==> src/rtl/can_err_pkg.sv <==
package can_err_pkg;

    localparam int unsigned NUM_PERR   = 6;
    localparam int unsigned NUM_LINES  = 2;
    localparam int unsigned NUM_LVL    = 3;

    // bit positions that software decodes
    localparam int unsigned ST_LVL_LSB = 16;
    localparam int unsigned ST_ERR_LSB = 19;
    localparam int unsigned FL_LSB     = 8;
    localparam int unsigned MK_EN_LSB  = 0;
    localparam int unsigned MK_SEL     = 2;

    typedef enum logic [1:0] {
        A_STATUS = 2'd0,
        A_FLAGS  = 2'd1,
        A_MASK   = 2'd2,
        A_NONE   = 2'd3
    } reg_addr_e;

    // bit 0 warning, bit 1 passive, bit 2 bus-off
    typedef struct packed {
        logic boff;
        logic pass;
        logic warn;
    } lvl_t;

    typedef struct packed {
        logic [NUM_PERR-1:0]  err;
        lvl_t                 flg;
        lvl_t                 men;
        logic                 sel;
        logic [NUM_LINES-1:0] en;
    } regs_t;

endpackage

==> src/rtl/can_err_level.sv <==
module can_err_level
    import can_err_pkg::*;
#(
    parameter int unsigned CNT_W    = 9,
    parameter int unsigned WARN_LVL = 96,
    parameter int unsigned PASS_LVL = 128,
    parameter int unsigned BOFF_LVL = 255
) (
    input  logic             clk_i,
    input  logic             rst_ni,
    input  logic [CNT_W-1:0] tx_cnt_i,
    input  logic [CNT_W-1:0] rx_cnt_i,
    input  logic             sw_rst_i,
    output lvl_t             lvl_o,
    output lvl_t             rise_o
);

    localparam logic [CNT_W-1:0] WARN_C = CNT_W'(WARN_LVL);
    localparam logic [CNT_W-1:0] PASS_C = CNT_W'(PASS_LVL);
    localparam logic [CNT_W-1:0] BOFF_C = CNT_W'(BOFF_LVL);

    lvl_t lvl_d, lvl_q;

    always_comb begin
        lvl_d      = lvl_q;
        lvl_d.warn = (tx_cnt_i >= WARN_C) || (rx_cnt_i >= WARN_C);
        lvl_d.pass = (tx_cnt_i >= PASS_C) || (rx_cnt_i >= PASS_C);
        // only the transmit side can drive the node off the bus
        lvl_d.boff = (tx_cnt_i > BOFF_C) || (lvl_q.boff && !sw_rst_i);
        rise_o     = lvl_t'(lvl_d & ~lvl_q);
    end

    always_ff @(posedge clk_i or negedge rst_ni) begin
        if (!rst_ni) begin
            lvl_q <= '0;
        end else begin
            lvl_q <= lvl_d;
        end
    end

    assign lvl_o = lvl_q;

endmodule

==> src/rtl/can_err_regs.sv <==
module can_err_regs
    import can_err_pkg::*;
(
    input  logic                 clk_i,
    input  logic                 rst_ni,
    input  lvl_t                 lvl_i,
    input  lvl_t                 rise_i,
    input  logic [NUM_PERR-1:0]  proto_err_i,
    input  logic                 wr_i,
    input  reg_addr_e            addr_i,
    input  logic [31:0]          wdata_i,
    output logic [31:0]          rdata_o,
    output lvl_t                 flg_o,
    output lvl_t                 men_o,
    output logic                 sel_o,
    output logic [NUM_LINES-1:0] en_o
);

    localparam regs_t REGS_RST = '{
        err: '0,
        flg: lvl_t'('0),
        men: lvl_t'(3'b111),
        sel: 1'b0,
        en:  '0
    };

    regs_t r_d, r_q;
    logic  unused_wdata;

    assign unused_wdata = ^{wdata_i[31:25], wdata_i[18:11], wdata_i[7:3]};

    always_comb begin
        r_d = r_q;
        // sticky protocol errors: clear first, a new pulse wins
        if (wr_i && addr_i == A_STATUS) begin
            r_d.err = r_q.err & ~wdata_i[ST_ERR_LSB +: NUM_PERR];
        end
        r_d.err = r_d.err | proto_err_i;
        // level-change flags: clear first, a new rise wins
        if (wr_i && addr_i == A_FLAGS) begin
            r_d.flg = lvl_t'(r_q.flg & ~wdata_i[FL_LSB +: NUM_LVL]);
        end
        r_d.flg = lvl_t'(r_d.flg | rise_i);
        if (wr_i && addr_i == A_MASK) begin
            r_d.men = lvl_t'(wdata_i[FL_LSB +: NUM_LVL]);
            r_d.sel = wdata_i[MK_SEL];
            r_d.en  = wdata_i[MK_EN_LSB +: NUM_LINES];
        end
    end

    always_ff @(posedge clk_i or negedge rst_ni) begin
        if (!rst_ni) begin
            r_q <= REGS_RST;
        end else begin
            r_q <= r_d;
        end
    end

    always_comb begin
        rdata_o = '0;
        case (addr_i)
            A_STATUS: begin
                rdata_o[ST_LVL_LSB +: NUM_LVL]  = lvl_i;
                rdata_o[ST_ERR_LSB +: NUM_PERR] = r_q.err;
            end
            A_FLAGS: begin
                rdata_o[FL_LSB +: NUM_LVL] = r_q.flg;
            end
            A_MASK: begin
                rdata_o[FL_LSB +: NUM_LVL]       = r_q.men;
                rdata_o[MK_SEL]                  = r_q.sel;
                rdata_o[MK_EN_LSB +: NUM_LINES]  = r_q.en;
            end
            default: begin
                rdata_o = '0;
            end
        endcase
    end

    assign flg_o = r_q.flg;
    assign men_o = r_q.men;
    assign sel_o = r_q.sel;
    assign en_o  = r_q.en;

endmodule

==> src/rtl/can_err_irq.sv <==
module can_err_irq
    import can_err_pkg::*;
(
    input  lvl_t                 flg_i,
    input  lvl_t                 men_i,
    input  logic                 sel_i,
    input  logic [NUM_LINES-1:0] en_i,
    output logic [NUM_LINES-1:0] irq_o
);

    logic any_s;

    assign any_s = |(flg_i & men_i);

    for (genvar l = 0; l < NUM_LINES; l++) begin : g_line
        assign irq_o[l] = en_i[l] && (int'(sel_i) == l) && any_s;
    end

endmodule

==> src/rtl/can_err_unit.sv <==
module can_err_unit
    import can_err_pkg::*;
#(
    parameter int unsigned CNT_W    = 9,
    parameter int unsigned WARN_LVL = 96,
    parameter int unsigned PASS_LVL = 128,
    parameter int unsigned BOFF_LVL = 255
) (
    input  logic                 clk_i,
    input  logic                 rst_ni,
    input  logic [CNT_W-1:0]     tx_err_cnt_i,
    input  logic [CNT_W-1:0]     rx_err_cnt_i,
    input  logic [5:0]           proto_err_i,
    input  logic                 sw_rst_i,
    input  logic                 reg_wr_i,
    input  logic [1:0]           reg_addr_i,
    input  logic [31:0]          reg_wdata_i,
    output logic [31:0]          reg_rdata_o,
    output logic [1:0]           irq_o
);

    lvl_t                 lvl_s, rise_s, flg_s, men_s;
    logic                 sel_s;
    logic [NUM_LINES-1:0] en_s;

    can_err_level #(
        .CNT_W    (CNT_W),
        .WARN_LVL (WARN_LVL),
        .PASS_LVL (PASS_LVL),
        .BOFF_LVL (BOFF_LVL)
    ) i_level (
        .clk_i    (clk_i),
        .rst_ni   (rst_ni),
        .tx_cnt_i (tx_err_cnt_i),
        .rx_cnt_i (rx_err_cnt_i),
        .sw_rst_i (sw_rst_i),
        .lvl_o    (lvl_s),
        .rise_o   (rise_s)
    );

    can_err_regs i_regs (
        .clk_i       (clk_i),
        .rst_ni      (rst_ni),
        .lvl_i       (lvl_s),
        .rise_i      (rise_s),
        .proto_err_i (proto_err_i),
        .wr_i        (reg_wr_i),
        .addr_i      (reg_addr_e'(reg_addr_i)),
        .wdata_i     (reg_wdata_i),
        .rdata_o     (reg_rdata_o),
        .flg_o       (flg_s),
        .men_o       (men_s),
        .sel_o       (sel_s),
        .en_o        (en_s)
    );

    can_err_irq i_irq (
        .flg_i (flg_s),
        .men_i (men_s),
        .sel_i (sel_s),
        .en_i  (en_s),
        .irq_o (irq_o)
    );

endmodule

==> config.mk <==
export PLATFORM = sky130hd
export DESIGN_NAME = can_err_unit
export DESIGN_NICKNAME = d
export VERILOG_FILES = /design/src/rtl/can_err_pkg.sv /design/src/rtl/can_err_level.sv /design/src/rtl/can_err_regs.sv /design/src/rtl/can_err_irq.sv /design/src/rtl/can_err_unit.sv
export SDC_FILE = /design/constraint.sdc
export NUM_CORES = 1
export LEC_CHECK = 0
export ABC_CLOCK_PERIOD_IN_PS = 1310
export BUFFER_PORTS_ARGS = -buffer_cell sky130_fd_sc_hd__buf_4
export CORE_MARGIN = 5
export CORE_UTILIZATION = 29
export CTS_BUF_LIST = sky130_fd_sc_hd__clkbuf_4 sky130_fd_sc_hd__clkbuf_8
export CTS_CLUSTER_DIAMETER = 100
export DETAILED_ROUTE_END_ITERATION = 8
export GPL_ROUTABILITY_DRIVEN = 0
export GPL_TIMING_DRIVEN = 0
export PLACE_DENSITY = 0.69
export REMOVE_ABC_BUFFERS = 1
export SLEW_MARGIN = 25
export SYNTH_ARGS = -nofsm -noshare
export SYNTH_HDL_FRONTEND = slang
export SYNTH_SLANG_ARGS = --single-unit
==> constraint.sdc <==
create_clock -name clk_i -period 1.31 [get_ports clk_i]
set_clock_uncertainty 0.05 [all_clocks]
set_input_delay 0.393 -clock clk_i [delete_from_list [all_inputs] [get_ports clk_i]]
set_output_delay 0.393 -clock clk_i [all_outputs]
set_load 0.02 [all_outputs]
== After elaboration in Yosys (flattened, before gate mapping) ==
Index checks and enable logic that the tools add are counted.
Widths: inputs -> output; s select.
Operators by class
  add/sub/neg operators: 0
  multipliers: 0
  div/mod/pow operators: 0
  magnitude comparators: 5
  eq/ne operators: 2
  shifts and indexed selects: 0
  mux-type cells: 5
  bitwise gates (word level): 10
  reductions and logical operators: 14
Operators with widths (number)
  $ge 9x7->1 const B: 2
  $ge 9x8->1 const B: 2
  $and 3x3->3: 3
  $gt 9x8->1 const B: 1
  $mux 9: 1
  $logic_and 1x1->1: 8
  $and 6x6->6: 1
  $mux 3: 2
  $mux 6: 1
  $not 3->3: 2
  $not 6->6: 1
  $or 6x6->6: 1
  $pmux 3 s2: 1
  $logic_or 1x1->1: 3
  $or 3x3->3: 1
  $reduce_or 3->1: 1
  $eq 2x1->1 const B: 1
  $eq 2x2->1 const B: 1
  $logic_not 2->1: 1
  $logic_not 1->1: 1
  $not 1->1: 1
Storage, ports and cells
  flip-flop bits (word level): 18
  latch bits: 0
  memory bits (writable): 0
  ROM bits: 0
  output and inout port bits: 34
  word-level logic and storage cells: 48
  memories: 0

== Logic depth before layout (Yosys ltp) ==
Gate-level depths: netlist of run 1.
  depth after elaboration: 5
  gate-level depth with buffers: 6

== By module ==
From an unflattened synthesis of run 1, not the netlist that was laid out.
Unflattened totals
  cell total of the unflattened synthesis: 107
  area, all modules: 1124.8 um^2
Modules (own cells, without submodules)
  can_err_regs: instances 1, cells an instance 91, area an instance 962.2 um^2
  can_err_level: instances 1, cells an instance 12, area an instance 137.6 um^2
  can_err_irq: instances 1, cells an instance 4, area an instance 25.0 um^2

== Worst setup path after synthesis of run 1 ==
OpenSTA, ideal clock, no wires.
  kind: register to output
  start: register i_regs.r_q (netlist bit i_regs.men_o[2])
  end: output irq_o[0]
  arrival: 1.148 ns
  data required time: 0.867 ns
  slack: -0.281 ns
  cell stages (with the launch flop): 3
  path buffers: 0
  path through: dfstp_2 -> a222oi_1 -> nor3b_1
On the way
  word-level cells in the longest chain between the ends: 3
Ends and longest elaborated chain
  start: declaration: RTL line can_err_regs.sv:27  | regs_t r_d, r_q;
  start signal: assignment: RTL line can_err_regs.sv:55  | r_q <= r_d;
  $and 3x3->3: RTL line can_err_irq.sv:13  | assign any_s = |(flg_i & men_i);
  $reduce_or 3->1: RTL line can_err_irq.sv:13
  $logic_and 1x1->1: RTL line can_err_irq.sv:16  | assign irq_o[l] = en_i[l] && (int'(sel_i) == l) && any_s;
  end: declaration: RTL line can_err_unit.sv:19  | output logic [1:0] irq_o
Every way passes these cells.

== Final worst setup path of run 1 ==
  start: register i_regs.r_q (netlist bit i_regs.men_o[2])
  end: output irq_o[1]
The elaborated chain is that of the path after synthesis.

==> summary.txt, run 1 <==
Synth
  • Mapped Area: 0.00100 sq mm
  • Synth area leader: dfrtp_1
  • Top-count cell post-synth: buf_4
  • Synth top area share: 37.4%
  • Post-synth cell types: 21
  • Register area share after synthesis: 45.3%
  • Synth Area per Inst: 10.2 sq um
  • Compound-cell area share of the yosys netlist: 11.5%
  • Largest family of logic cells by synthesized area: simple AND/OR/NAND/NOR gates
  • Synth Area in Simple Gates: 17.1%
  • Post-synthesis mux area share: 6.73%
  • Syn Inst Count: 98
  • Yosys warns: 0
  • Synth top cells by count: buf_4, dfrtp_1, and2_1, nand2_1
  • Post-synth EDFFs: 0
  • Top_reg_cell synth: dfrtp_1
  • Post-synth ARST share: 100%
  • Synth top area cells: dfrtp_1, buf_4, and2_1, dfstp_2, mux2_2
  • Synth Area in Adders: 3.74%
  • XOR/XNOR Fraction of Synth Area: 0%
  • Yosys reg bits: 18

Route
  • Met3 wire length: 317 um
  • Mean routed wirelength per cell: 13.4 um
  • Antenna viol nets, final: 0
  • Met2 WL: 1.50 mm
  • Remaining design rule violation count: 0
  • DR vias/cell: 4.37
  • Highest routed layer: met4
  • Via Count: 883
  • 1st-iter DRT viols: 16
  • Wl on met1: 828 um
  • Drt total wl: 2.70 mm
  • Initial DRT Pass Iterations: 5

Global route
  • Vias in the first global route: 939
  • Pin count of the biggest net entering global routing: 19
  • Congestion Overflow GR: 0
  • Overall routing resource usage: 12.0%
  • Antenna violations before repair: 0
  • First-pass GRT wire length: 4.18 mm

Clocking
  • CTS tree: done
  • H-Tree Depth: 1
  • Cts bufs inserted: 3
  • Clock slew at reported path FFs: 100 ps
  • Worst-skew pair later-pin latency: 300 ps
  • # clock sinks: 18
  • CTS max path bufs: 2
  • CTS root buf: clkbuf_4

Final layout
  • Ant diodes: 0
  • Final Util: 48.6%
  • Sequential cell area: 454 sq um
  • Layout area overhead: 61.7%
  • Final Non-Filler Cells: 202
  • Layout cells sized above 1: 57.1%
  • Final net count: 222
  • Multi-input gate area: 538 sq um
  • FILL cells: 314

Floorplan
  • Rows: 21
  • Num ports: 96
  • Placeable Area: 0.00334 sq mm
  • Full die area: 0.00474 sq mm
  • Starting Density: 30.1%
  • DIE WIDTH: 68.8 um
  • Die height: 68.8 um

Critical path
  • Setup CP Type: flop to output port
  • CP startpoint kind: flop
  • Worst endpoint required time: 870 ps
  • Worst Reg-to-Reg Cells: 3
  • Crit path capture type: output port
  • Worst R2R Setup Slack: 320 ps
  • WP data arrival: 1420 ps
  • Critical Path Fanout Max: 3
  • Critical R2R Launch: i_regs.flg_o[0]$_DFF_PN0_
  • Reg2reg end: i_regs.flg_o[0]$_DFF_PN0_

Power
  • Power Dens Cells: 959 mW/mm^2
  • Peak VDD IR: 0.321 mV
  • Static Leakage: 0.772 nW
  • Total power: 0.00156 W

STA
  • Min cycle time layout: 1860 ps
  • Max Fclk: 537 MHz
  • Final period util: 142%
  • Slew Viols, Final: 0
  • RSZ-0062 raised after global routing: true
  • Hold Worst Slack: 200 ps
  • Final Hold Viols: 0
  • TNS Setup: -4500 ps
  • Endpoints failing setup: 18
  • Setup ws final: -552 ps

Placed design
  • Placed cells: 190
  • PortBufs: 48
  • Dpl hpwl: 2.06 mm

Worst hold path
  • Hold crit path type: input pin to flop
  • Hold Crit Depth: 2
  • HP Start: sw_rst_i
  • Hold EP: i_level.lvl_o[2]$_DFF_PN0_

Status
  • Status: finished, violations left
  • Violated checks: negative setup slack

Job
  • # Max-Cap Violations: 0
==> stage by stage <==
| stage | area, sq um | setup slack (ps) |
|---|---|---|
| after global placement | 1350 | -449 |
| after global routing | 1620 | -600 |
| after detailed placement | 1350 | -457 |
| after floorplan | 932 | -281 |
| after CTS | 1600 | -534 |
| final | 1620 | -552 |
==> critical path: stages, from the launching register on <==
cell      delay, ps
dfstp_2         390
a222oi_1        440
nor2_1          110
buf_4           170
==> power by group <==
group	switching [W]	internal, W	total, W	leakage (nW)
clock network	0.000179	0.000170	0.000349	0.0210
logic	0.000241	0.000283	0.000524	0.565
registers	0.0000522	0.000631	0.000683	0.185
total	0.000472	0.00108	0.00156	0.772
==> worst max-delay path by stage <==
stage,startpoint,to,slack [ps]
2_1_floorplan,i_regs.men_o[2]$_DFFE_PN1P_,irq_o[0],-280
4_1_cts,i_regs.flg_o[0]$_DFF_PN0_,irq_o[0],-530
5_1_grt,i_regs.flg_o[0]$_DFF_PN0_,irq_o[1],-600
3_5_place_dp,tx_err_cnt_i[8],i_regs.flg_o[0]$_DFF_PN0_,-460
6_report,i_regs.men_o[2]$_DFFE_PN1P_,irq_o[1],-550
3_3_place_gp,tx_err_cnt_i[8],i_regs.flg_o[0]$_DFF_PN0_,-450
==> state kept, by name, summed over array words and instances (netlist names) <==
name,count
i_regs.men_o,3
i_level.lvl_o,3
i_regs.en_o,2
i_regs.r_q,6
i_regs.flg_o,3
i_regs.sel_o,1
==> logic make-up after synthesis <==
family / count (synthesis)
muxes: 6
other: 1
buffers and inverters: 24
AOI/OAI and AO/OA: 15
and+or+nand+nor: 31
adders and majority gates: 3
DFF: 18
==> layout by cell type, fill, tap and decap left out, types with 4 or more instances in the layout <==
cell and count:
a21o_1 6, and2_4 12, buf_4 36, buf_6 17
conb_1 17, dfrtp_1 15, inv_1 4, mux2_2 6
nand2_1 9
==> per-layer routing <==
layer	global-route usage, %	vias up
met2	23.1	51
li1	-	407
met3	2.76	6
met1	11.8	419
met5	0	-
met4	5.60	0
==> cell type report <==
type	count	share of cell area, %
clock buffer	4	2.24
inverter	6	2.16
multi-input combinational	72	33.2
sequential	18	28.0
tap	46	3.55
timing repair buffer	56	30.9
==> timing repair <==
action,4_1_cts,5_1_grt
pin swaps,13,4
resized for setup,47,3
hold buffers,1,0
hold endpoints to repair,15,0
buffers inserted,5,2
setup endpoints to repair,18,18
No activity file was read; power rests on OpenSTA's default activity.
==> run 2, diff against run 1 <==
Settings changed: BUFFER_PORTS_ARGS -buffer_cell sky130_fd_sc_hd__buf_4 to -buffer_cell sky130_fd_sc_hd__clkbuf_2, CORE_ASPECT_RATIO from default to 2, CORE_UTILIZATION 29 to 34, PLACE_DENSITY 0.69 to 0.79.
==> summary.txt, run 2 (synthesized netlist as in run 1, its figures left out) <==
Route
  • Remaining design rule violation count: 0
  • Via Count: 871
  • Mean routed wirelength per cell: 13.6 um
  • Drt total wl: 2.54 mm
  • 1st-iter DRT viols: 33
  • Initial DRT Pass Iterations: 4
  • Antenna viol nets, final: 0
  • DR vias/cell: 4.66

Final layout
  • Finished Cell Area: 0.00161 sq mm
  • Most frequent cells in the layout: clkbuf_2, conb_1, dfrtp_1
  • Final Util: 55.3%
  • Ant diodes: 0
  • Register with the most flip-flops: i_regs.r_q
  • Final Non-Filler Cells: 187
  • Max FFs per register: 6
  • Layout area overhead: 60.2%
  • FILL cells: 249
  • Most common cell after layout, fill and taps aside: clkbuf_2
  • Final net count: 223
  • Layout cells sized above 1: 56.7%

STA
  • Endpoints failing setup: 18
  • TNS Setup: -4610 ps
  • Final period util: 137%
  • Final Hold Viols: 0
  • Hold Worst Slack: 30.2 ps
  • Max Fclk: 557 MHz
  • Setup ws final: -486 ps
  • RSZ-0062 raised after global routing: true
  • Min cycle time layout: 1800 ps
  • Slew Viols, Final: 0

Critical path
  • Crit path capture type: output port
  • Setup CP Type: flop to output port
  • Worst endpoint required time: 870 ps
  • CP startpoint kind: flop
  • WP data arrival: 1350 ps
  • Critical Path Fanout Max: 2

Clocking
  • CTS max path bufs: 2
  • H-Tree Depth: 1
  • Cts bufs inserted: 3
  • Clock slew at reported path FFs: 70 ps
  • CTS tree: done
  • Worst-skew pair later-pin latency: 250 ps
  • CTS root buf: clkbuf_8
  • # clock sinks: 18

Floorplan
  • Full die area: 0.00420 sq mm
  • Rows: 28
  • Starting Density: 34.5%
  • Die height: 86.8 um
  • Num ports: 96
  • Placeable Area: 0.00291 sq mm
  • DIE WIDTH: 48.4 um

Placed design
  • Placed Area: 0.00121 sq mm
  • Placed cells: 174
  • Dpl hpwl: 1.87 mm
  • PortBufs: 48

Status
  • Violated checks: negative setup slack
  • Status: finished, violations left

Power
  • Power Dens Cells: 1030 mW/mm^2
  • Peak VDD IR: 0.696 mV
  • Static Leakage: 0.786 nW

Global route
  • Antenna violations before repair: 0
  • Vias in the first global route: 903
  • Congestion Overflow GR: 0
  • Pin count of the biggest net entering global routing: 19
  • First-pass GRT wire length: 3.96 mm
  • Overall routing resource usage: 12.1%

Job
  • # Max-Cap Violations: 0

Worst hold path
  • Hold crit path type: input pin to asynchronous set/reset pin
## run 2: critical path: stages, from the launching register on
cell and delay [ps]:
dfstp_2 540, a222oi_1 100, buf_4 150, nor3b_2 150, buf_4 160
## run 2: power breakdown
part	switching, W	internal [W]
combinational	0.000241	0.000292
clock	0.000179	0.000267
sequential	0.0000477	0.000631
## run 2: final timing paths
| kind | from | endpoint | slack (ps) | cells after the start |
|---|---|---|---|---|
| min in group clk_i | sw_rst_i | i_level.lvl_o[2]$_DFF_PN0_ | 260 | 2 |
| max | i_regs.men_o[2]$_DFFE_PN1P_ | irq_o[0] | -490 | 4 |
| max in group asynchronous | rst_ni | i_regs.men_o[0]$_DFFE_PN1P_ | 840 | 1 |
| max reg2reg | i_regs.men_o[2]$_DFFE_PN1P_ | i_regs.men_o[2]$_DFFE_PN1P_ | 330 | 3 |
| min reg2reg | i_level.lvl_o[2]$_DFF_PN0_ | i_regs.flg_o[2]$_DFF_PN0_ | 430 | 1 |
| min | rst_ni | i_regs.flg_o[0]$_DFF_PN0_ | 30 | 1 |
## run 2: timing repair
| action | CTS | global route |
|---|---|---|
| buffers inserted | 8 | 1 |
| gates resized for setup | 59 | 21 |
| hold buffers | 0 | 0 |
| pin swaps | 6 | 8 |
| endpoints found under the hold margin | 0 | 0 |
| endpoints found under the setup margin | 27 | 22 |
## run 2: final cells by class
cell class / instances / area, sq um / area share (%)
sequential: 18 / 454 / 28.2
tap: 30 / 37.5 / 2.33
inverter: 6 / 35.0 / 2.18
multi-input combinational: 72 / 531 / 33.0
clock buffer: 4 / 55.1 / 3.42
timing repair buffer: 57 / 495 / 30.8
## run 2: metal layers
| metal | GRT usage, % | share of wire (%) | vias up |
|---|---|---|---|
| li1 | - | - | 411 |
| met1 | 12.2 | 34 | 404 |
| met2 | 22.5 | 54 | 54 |
| met3 | 3.10 | 11 | 2 |
| met4 | 5.29 | 0.95 | 0 |
| met5 | 0 | 0 | - |
## run 2: metrics by stage
stage                     worst slack (ps)  power (W)
after global placement                -430    0.00102
after floorplan                       -281   0.000894
after CTS                             -497    0.00163
after detailed placement              -449    0.00103
after global routing                  -532    0.00174
final                                 -486    0.00166
